## src/rtl/irq_agg_pkg.sv

```systemverilog
package irq_agg_pkg;
  localparam int NumSrc = 27;
  localparam int IdxW = $clog2(NumSrc);
  localparam int ExtBit = 25;

  typedef enum logic [1:0] {
    AddrStatus = 2'd0,
    AddrMask   = 2'd1,
    AddrEnable = 2'd2,
    AddrNone   = 2'd3
  } regAddrE;

  typedef struct packed {
    logic clrStatus;
    logic wrMask;
    logic wrEnable;
  } ctrlStrobesT;
endpackage

```

## src/rtl/irq_agg_ctrl.sv

```systemverilog
module irq_agg_ctrl
  import irq_agg_pkg::*;
(
  input  logic        regWrEn,
  input  logic [1:0]  regAddr,
  output ctrlStrobesT strobes
);
  always_comb begin
    strobes = '0;
    if (regWrEn) begin
      unique case (regAddrE'(regAddr))
        AddrStatus: strobes.clrStatus = 1'b1;
        AddrMask:   strobes.wrMask    = 1'b1;
        AddrEnable: strobes.wrEnable  = 1'b1;
        default:    strobes = '0;
      endcase
    end
  end
endmodule

```

## src/rtl/irq_agg_datapath.sv

```systemverilog
module irq_agg_datapath
  import irq_agg_pkg::*;
#(
  parameter int Width = NumSrc,
  parameter int ExtPos = ExtBit,
  localparam int IW = $clog2(Width)
) (
  input  logic             clk,
  input  logic             rstN,
  input  logic [Width-1:0] eventIn,
  input  logic             extLevel,
  input  ctrlStrobesT      strobes,
  input  logic [Width-1:0] wrData,
  input  logic [1:0]       rdAddr,
  output logic [Width-1:0] rdData,
  output logic             irqOut,
  output logic [IW-1:0]    srcIdx,
  output logic             srcIdxValid
);
  logic [Width-1:0] statusQ, maskQ, setVec, pending;
  logic enableQ;

  always_comb begin
    setVec = eventIn;
    setVec[ExtPos] = eventIn[ExtPos] | extLevel;
  end

  always_ff @(posedge clk) begin
    if (!rstN) begin
      statusQ <= '0;
      maskQ   <= '0;
      enableQ <= 1'b0;
      irqOut  <= 1'b0;
    end else begin
      statusQ <= (statusQ & ~(strobes.clrStatus ? wrData : '0)) | setVec;
      if (strobes.wrMask) maskQ <= wrData;
      if (strobes.wrEnable) enableQ <= wrData[0];
      irqOut <= enableQ & (|pending);
    end
  end

  assign pending = statusQ & maskQ;

  always_comb begin
    srcIdx = '0;
    for (int i = Width - 1; i >= 0; i--) begin
      if (pending[i]) srcIdx = IW'(i);
    end
  end
  assign srcIdxValid = |pending;

  always_comb begin
    unique case (regAddrE'(rdAddr))
      AddrStatus: rdData = statusQ;
      AddrMask:   rdData = maskQ;
      AddrEnable: rdData = {{(Width-1){1'b0}}, enableQ};
      default:    rdData = '0;
    endcase
  end

  assert_event_sets_R2: assert property (@(posedge clk) disable iff (!rstN)
    eventIn[0] |=> statusQ[0]);
  assert_event_beats_clear_R4: assert property (@(posedge clk) disable iff (!rstN)
    (strobes.clrStatus && eventIn[1]) |=> statusQ[1]);
  assert_level_sets_R5: assert property (@(posedge clk) disable iff (!rstN)
    extLevel |=> statusQ[ExtPos]);
  assert_irq_gated_R7: assert property (@(posedge clk) disable iff (!rstN)
    !enableQ |=> !irqOut);
  assert_valid_onehot_R8: assert property (@(posedge clk) disable iff (!rstN)
    srcIdxValid |-> (pending[srcIdx] && ((pending & ((Width'(1) << srcIdx) - Width'(1))) == '0)));
  assert_sticky_R3: assert property (@(posedge clk) disable iff (!rstN)
    (statusQ[2] && !(strobes.clrStatus && wrData[2])) |=> statusQ[2]);
endmodule

```

## src/rtl/irq_aggregator.sv

```systemverilog
module irq_aggregator
  import irq_agg_pkg::*;
(
  input  logic              clk,
  input  logic              rstN,
  input  logic [NumSrc-1:0] eventIn,
  input  logic              extLevel,
  input  logic              regWrEn,
  input  logic [1:0]        regAddr,
  input  logic [NumSrc-1:0] regWrData,
  output logic [NumSrc-1:0] regRdData,
  output logic              irqOut,
  output logic [IdxW-1:0]   srcIdx,
  output logic              srcIdxValid
);
  ctrlStrobesT strobes;

  irq_agg_ctrl i_ctrl (
    .regWrEn(regWrEn), .regAddr(regAddr), .strobes(strobes)
  );

  irq_agg_datapath #(.Width(NumSrc), .ExtPos(ExtBit)) i_dp (
    .clk(clk), .rstN(rstN), .eventIn(eventIn), .extLevel(extLevel),
    .strobes(strobes), .wrData(regWrData), .rdAddr(regAddr),
    .rdData(regRdData), .irqOut(irqOut), .srcIdx(srcIdx),
    .srcIdxValid(srcIdxValid)
  );
endmodule

```

## config.mk

```make
export PLATFORM = sky130hd
export DESIGN_NAME = irq_aggregator
export DESIGN_NICKNAME = d
export VERILOG_FILES = /design/src/rtl/irq_agg_pkg.sv /design/src/rtl/irq_agg_ctrl.sv /design/src/rtl/irq_agg_datapath.sv /design/src/rtl/irq_aggregator.sv
export SDC_FILE = /design/constraint.sdc
export NUM_CORES = 1
export LEC_CHECK = 0
export BUFFER_PORTS_ARGS = -buffer_cell sky130_fd_sc_hd__buf_4
export CAP_MARGIN = 20
export CORE_MARGIN = 3
export CORE_UTILIZATION = 30
export CTS_BUF_LIST = sky130_fd_sc_hd__clkbuf_16
export DETAILED_ROUTE_END_ITERATION = 12
export PLACE_DENSITY_LB_ADDON = 0.12
export SYNTH_ARGS = -nofsm -noshare
export SYNTH_HDL_FRONTEND = slang
export SYNTH_HIERARCHICAL = 1
export SYNTH_SLANG_ARGS = --single-unit
```

## constraint.sdc

```tcl
create_clock -name clk -period 1.65 [get_ports clk]
set_clock_uncertainty 0.15 [all_clocks]
set_input_delay 0.4125 -clock clk [delete_from_list [all_inputs] [get_ports clk]]
set_output_delay 0.4125 -clock clk [all_outputs]
set_load 0.03 [all_outputs]
```

==> flow_summary.ini, run 1 <==
[status]
outcome = complete, but fails checks
violations = setup timing

[layout]
final_cells = 641
layout-drive-gt1-share = 0.611
syn_to_final_growth_pct = 92.9
antenna_cells = 0
final_nets = 571
fillCellCount = 808

[drt]
firstDrtPassIters = 6
drc = 0
drtIter0Drc = 65
vias_per_cell = 4.70
wl_per_cell_um = 14.9
antenna_left = 0
wl_um = 9580
vias = 3014

[sta]
maxSlewHeadroom = 0.693
rsz0062_at_grt = true
fin_ws_ps = -651
clock.fmax_mhz = 435
hold_viol = 0
fin_crit_sh = 1.39
fin_crit_ps = 2300
slew_violations = 0
max_slew.worst_pin.slew_ps = 461
setup_viol = 21

[synth]
synth-main-ff-cell = dfxtp_1
yosys_warnings = 6
yosysUniqueCellTypes = 37
syn_inst = 340
synth-edff-count = 0
synth_top_cells_by_count = dfxtp_1, mux2i_1, nor2b_1, nand2_1, nor2_1
synth_async_sr_flop_share = 0
synth_area_leaders = dfxtp_1, mux2i_1, nor2b_1
syn_nets = 400
ys_ff_latch = 56
yosysMostFrequentCell = dfxtp_1
yosysTopAreaCell = dfxtp_1
synth_top_cell_area_share = 0.379
syn_area_per_cell_um2 = 8.69
ys_seq_area_frac = 0.379
synth_area_um2 = 2960

[clock_network]
root_buffer = clkbuf_16
cts.htree.levels = 2
hold_buffers = 0
cts_made_buffers = 5
clkTransAtPathRegs_ps = 70
cts_sinks = 56
clkLatencyLatePin_ps = 290
clk_path_buf_depth = 2
cts_tree = done

[floorplan]
row_count = 35
initial_utilization = 0.314
fp.dieArea_um2 = 11100
core_um2 = 9420
io_pins = 94
die_w_um = 105
dieHeight_um = 105

[place]
hpwl_um = 6740
io_buffers = 93
gp_congestion = 0.782
placedCellCount = 621
dpl_worst_slack_ps = -425

[worst_setup_path]
cp_common_cell = a31oi_2
worst_ep_arrival_time_ps = 1740
end_kind = primary output
cp_slowest_cell = dfxtp_4
required_ps = 1090
worstPathCellList = a22o_1 -> a31oi_2 -> o211ai_1 -> a31oi_2 -> o31ai_4 -> buf_6
start_kind = flop
max_stage_delay_ps = 360
critPathKind = reg2out
r2r_setup_slack_ps = -130
crit_path_max_fanout = 4

[power]
p_total_w = 0.00417
power_density_nw_per_um2 = 732
power.leakage_nw = 2.28
ir_worst_vdd_mv = 0.506

[global_route]
grt_pass1_vias = 3218
overflow = 0
grt_pass1_wl_um = 15900
antenna_found_initial = 0
grt_max_degree = 57
track_usage = 0.175

[hold_path]
hold_class = in2reg

[job]
drv_cap = 0
## layout by cell type (no fill, tap or decap), types with 9 or more instances in the layout
cell,count
dfxtp_4,9
a21oi_1,27
nand2_1,46
nor2b_1,54
buf_4,90
nor2_4,23
dfxtp_2,44
mux2i_1,35
mux2i_4,20
buf_6,86
## path summary, 6_finish.rpt
path                                             startpoint                          end  cells after the start
worst max-delay path            i_dp/maskQ[21]$_SDFFE_PN0P_                    srcIdx[0]                      6
worst min-delay path                            eventIn[25]  i_dp/statusQ[25]$_SDFF_PN0_                      2
worst max register to register   i_dp/statusQ[8]$_SDFF_PN0_       i_dp/irqOut$_SDFF_PN0_                      6
worst min register to register    i_dp/enableQ$_SDFFE_PN0P_       i_dp/irqOut$_SDFF_PN0_                      1
## cell families after synthesis
group / after synthesis / share of synthesized area
flip-flops: 56 / 0.379
buffers and inverters: 19 / 0.0275
AND/OR/NAND/NOR: 143 / 0.248
multiplexers: 55 / 0.186
AO/OA/AOI/OAI: 67 / 0.159
## critical path: cells and delay by family (launching register included)
| family | cells | cell delay, ps |
|---|---|---|
| flip-flops | 1 | 360 |
| AO/OA/AOI/OAI | 5 | 940 |
| buffers and inverters | 1 | 140 |
## metal layers
layer	global-route usage	vias up	wire length, um
met5	0	-	0
met4	0.0291	0	69
met3	0.0318	7	356
met2	0.317	60	4980
met1	0.218	1417	4170
li1	-	1530	-
## final cells by class
cell class	instances	area, um2	share of cell area
repair buffers	182	1790	0.313
flip-flops and latches	56	1210	0.212
well taps	129	161	0.0283
clock inverters	3	90.1	0.0158
multi-input cells	265	2320	0.408
clock buffers	5	125	0.0219
inverters	1	3.75	0.000658
## through the flow
step,cell area (um2),hold slack (ps),util,setup TNS (ps)
floorplan,3280,323,-,-989
global placement,4640,342,0.492,-25430
detailed placement,4640,340,0.492,-24730
CTS,5570,186,0.592,-4320
global route,5700,197,0.605,-5570
finish,5700,188,0.605,-4090
## sequential cells by signal, indices dropped and copies added (netlist names)
register,flops
i_dp/irqOut,1
i_dp/maskQ,27
i_dp/enableQ,1
i_dp/statusQ,27
## where the power goes
part | switching (W) | internal, W
sequential | 0.0000799 | 0.00143
combinational | 0.000517 | 0.000632
clock | 0.000488 | 0.00102
total | 0.00108 | 0.00309
## what timing repair did
action	4_1_cts	5_1_grt
buffers inserted	8	8
gates cloned	2	0
setup endpoints to repair	61	34
pin swaps	23	21
gates resized for setup	169	32
No activity file was read; power rests on OpenSTA's default activity.
==> inputs of run 2 (changes only) <==
--- a/config.mk
+++ b/config.mk
@@ -8,7 +8,7 @@
 export BUFFER_PORTS_ARGS = -buffer_cell sky130_fd_sc_hd__buf_4
 export CAP_MARGIN = 20
 export CORE_MARGIN = 3
-export CORE_UTILIZATION = 30
+export CORE_UTILIZATION = 46
 export CTS_BUF_LIST = sky130_fd_sc_hd__clkbuf_16
 export DETAILED_ROUTE_END_ITERATION = 12
 export PLACE_DENSITY_LB_ADDON = 0.12
==> flow_summary.ini, run 2 (synthesis gave the netlist of run 1 again) <==
[worst_setup_path]
cp_slowest_cell = dfxtp_2
max_stage_delay_ps = 330
r2r-start = i_dp/statusQ[23]$_SDFF_PN0_
start_kind = flop
end_kind = primary output
critPathKind = reg2out
r2r_cells = 7
r2r_setup_slack_ps = -160
cp_common_cell = buf_6
rr_endpoint = i_dp/irqOut$_SDFF_PN0_
worstPathCellList = buf_6 -> buf_6 -> a22oi_2 -> nand2_2 -> nor3_4 -> nand2b_4 -> buf_6
crit_path_max_fanout = 3
worst_ep_arrival_time_ps = 1810
required_ps = 1090

[layout]
fillCellCount = 218
mostFrequentLayoutCells = buf_4, buf_6, nor2b_1
mostFrequentLayoutCell = buf_4
top_regs = i_dp/maskQ: 27 flops, i_dp/statusQ: 27 flops
final_cells = 587
final_nets = 572
layout-drive-gt1-share = 0.617
multi_input_area_um2 = 2350
fin_area_um2 = 5560
regArea_um2 = 1210
syn_to_final_growth_pct = 88.3
antenna_cells = 0

[clock_network]
cts.htree.levels = 2
cts_tree = done
hold_buffers = 0
clkTransAtPathRegs_ps = 70
cts_made_buffers = 5
root_buffer = clkbuf_16
clkLatencyLatePin_ps = 290
clk_path_buf_depth = 2
cts_sinks = 56

[floorplan]
core_um2 = 6060
row_count = 28
die_w_um = 86.2
dieHeight_um = 86.2
fp.dieArea_um2 = 7420
initial_utilization = 0.488
io_pins = 94

[place]
dpl_cell_area_um2 = 4550
gp_congestion = 0.799
io_buffers = 93
hpwl_um = 6340
placedCellCount = 565

[drt]
vias_per_cell = 6.09
firstDrtPassIters = 5
vias = 3572
wl_um = 13500
drtIter0Drc = 309
wl_per_cell_um = 22.9
antenna_left = 0
drc = 0

[global_route]
grt_pass1_wl_um = 18100
overflow = 0
grt_max_degree = 57
grt_pass1_vias = 3686
track_usage = 0.311
antenna_found_initial = 0

[sta]
fin_hold_ws_ps = 197
hold_viol = 0
max_slew.worst_pin.slew_ps = 488
fin_ws_ps = -720
setup_viol = 27
rsz0062_at_grt = true
slew_violations = 0
tns_ps = -5370
fin_crit_ps = 2370
fin_crit_sh = 1.44
clock.fmax_mhz = 422
maxSlewHeadroom = 0.675

[hold_path]
holdPathStages = 2
min_to = i_dp/statusQ[25]$_SDFF_PN0_
hold_class = in2reg
min_from = eventIn[25]

[power]
power.leakage_nw = 2.25
power_density_nw_per_um2 = 677
ir_worst_vdd_mv = 0.634

[job]
drv_cap = 0

[status]
outcome = complete, but fails checks
violations = setup timing
==> run 2: worst max-delay path, delay by kind of cell (launching register included) <==
family          cells  cell delay [ps]
compound gates      1              260
buf+inv             3              370
flops               1              330
simple gates        3              570
==> run 2: how the worst max path moves through the flow <==
| stage | slack [ps] | depth (start not counted) | start | endpoint |
|---|---|---|---|---|
| 6_report | -720 | 7 | i_dp/statusQ[23]$_SDFF_PN0_ | srcIdxValid |
| 5_1_grt | -740 | 6 | i_dp/maskQ[21]$_SDFFE_PN0P_ | srcIdx[0] |
| 4_1_cts | -710 | 7 | i_dp/maskQ[21]$_SDFFE_PN0P_ | srcIdx[0] |
| 3_5_place_dp | -420 | 7 | i_dp/maskQ[21]$_SDFFE_PN0P_ | srcIdx[0] |
| 3_3_place_gp | -410 | 7 | i_dp/maskQ[21]$_SDFFE_PN0P_ | srcIdx[0] |
| 2_1_floorplan | -190 | 5 | i_dp/maskQ[21]$_SDFFE_PN0P_ | srcIdx[0] |
==> run 2: where the power goes <==
part           switching [W]  total, W  internal (W)
Combinational       0.000588   0.00122      0.000632
Sequential         0.0000888   0.00152       0.00143
Clock               0.000480   0.00103      0.000548
==> run 2: what timing repair did <==
item | CTS | global route
endpoints found under the setup margin | 56 | 34
gates cloned | 2 | 0
endpoints found under the hold margin | 0 | 0
setup buffers | 9 | 17
resized for setup | 154 | 52
pin swaps | 20 | 28
==> run 2: layout make-up <==
| cell class | count | share of cell area |
|---|---|---|
| clock inverters | 2 | 0.00157 |
| well taps | 75 | 0.0169 |
| clock buffers | 5 | 0.0225 |
| repair buffers | 183 | 0.320 |
| flip-flops and latches | 56 | 0.217 |
| multi-input cells | 265 | 0.422 |
| inverters | 1 | 0.000675 |
==> run 2: metal layers <==
layer,track usage,vias to the layer above,part of all wire
met5,0,-,0
met4,0.108,0,0.046
met3,0.0576,63,0.056
met2,0.596,215,0.54
met1,0.336,1756,0.36
li1,-,1538,-
==> run 2: per-stage QoR <==
| step | total power [W] | worst slack (ps) | utilization |
|---|---|---|---|
| after floorplan | 0.00202 | -192 | - |
| after global placement | 0.00242 | -413 | 0.751 |
| after detailed placement | 0.00243 | -417 | 0.751 |
| after CTS | 0.00363 | -708 | 0.884 |
| after global routing | 0.00388 | -736 | 0.918 |
| final | 0.00377 | -720 | 0.918 |
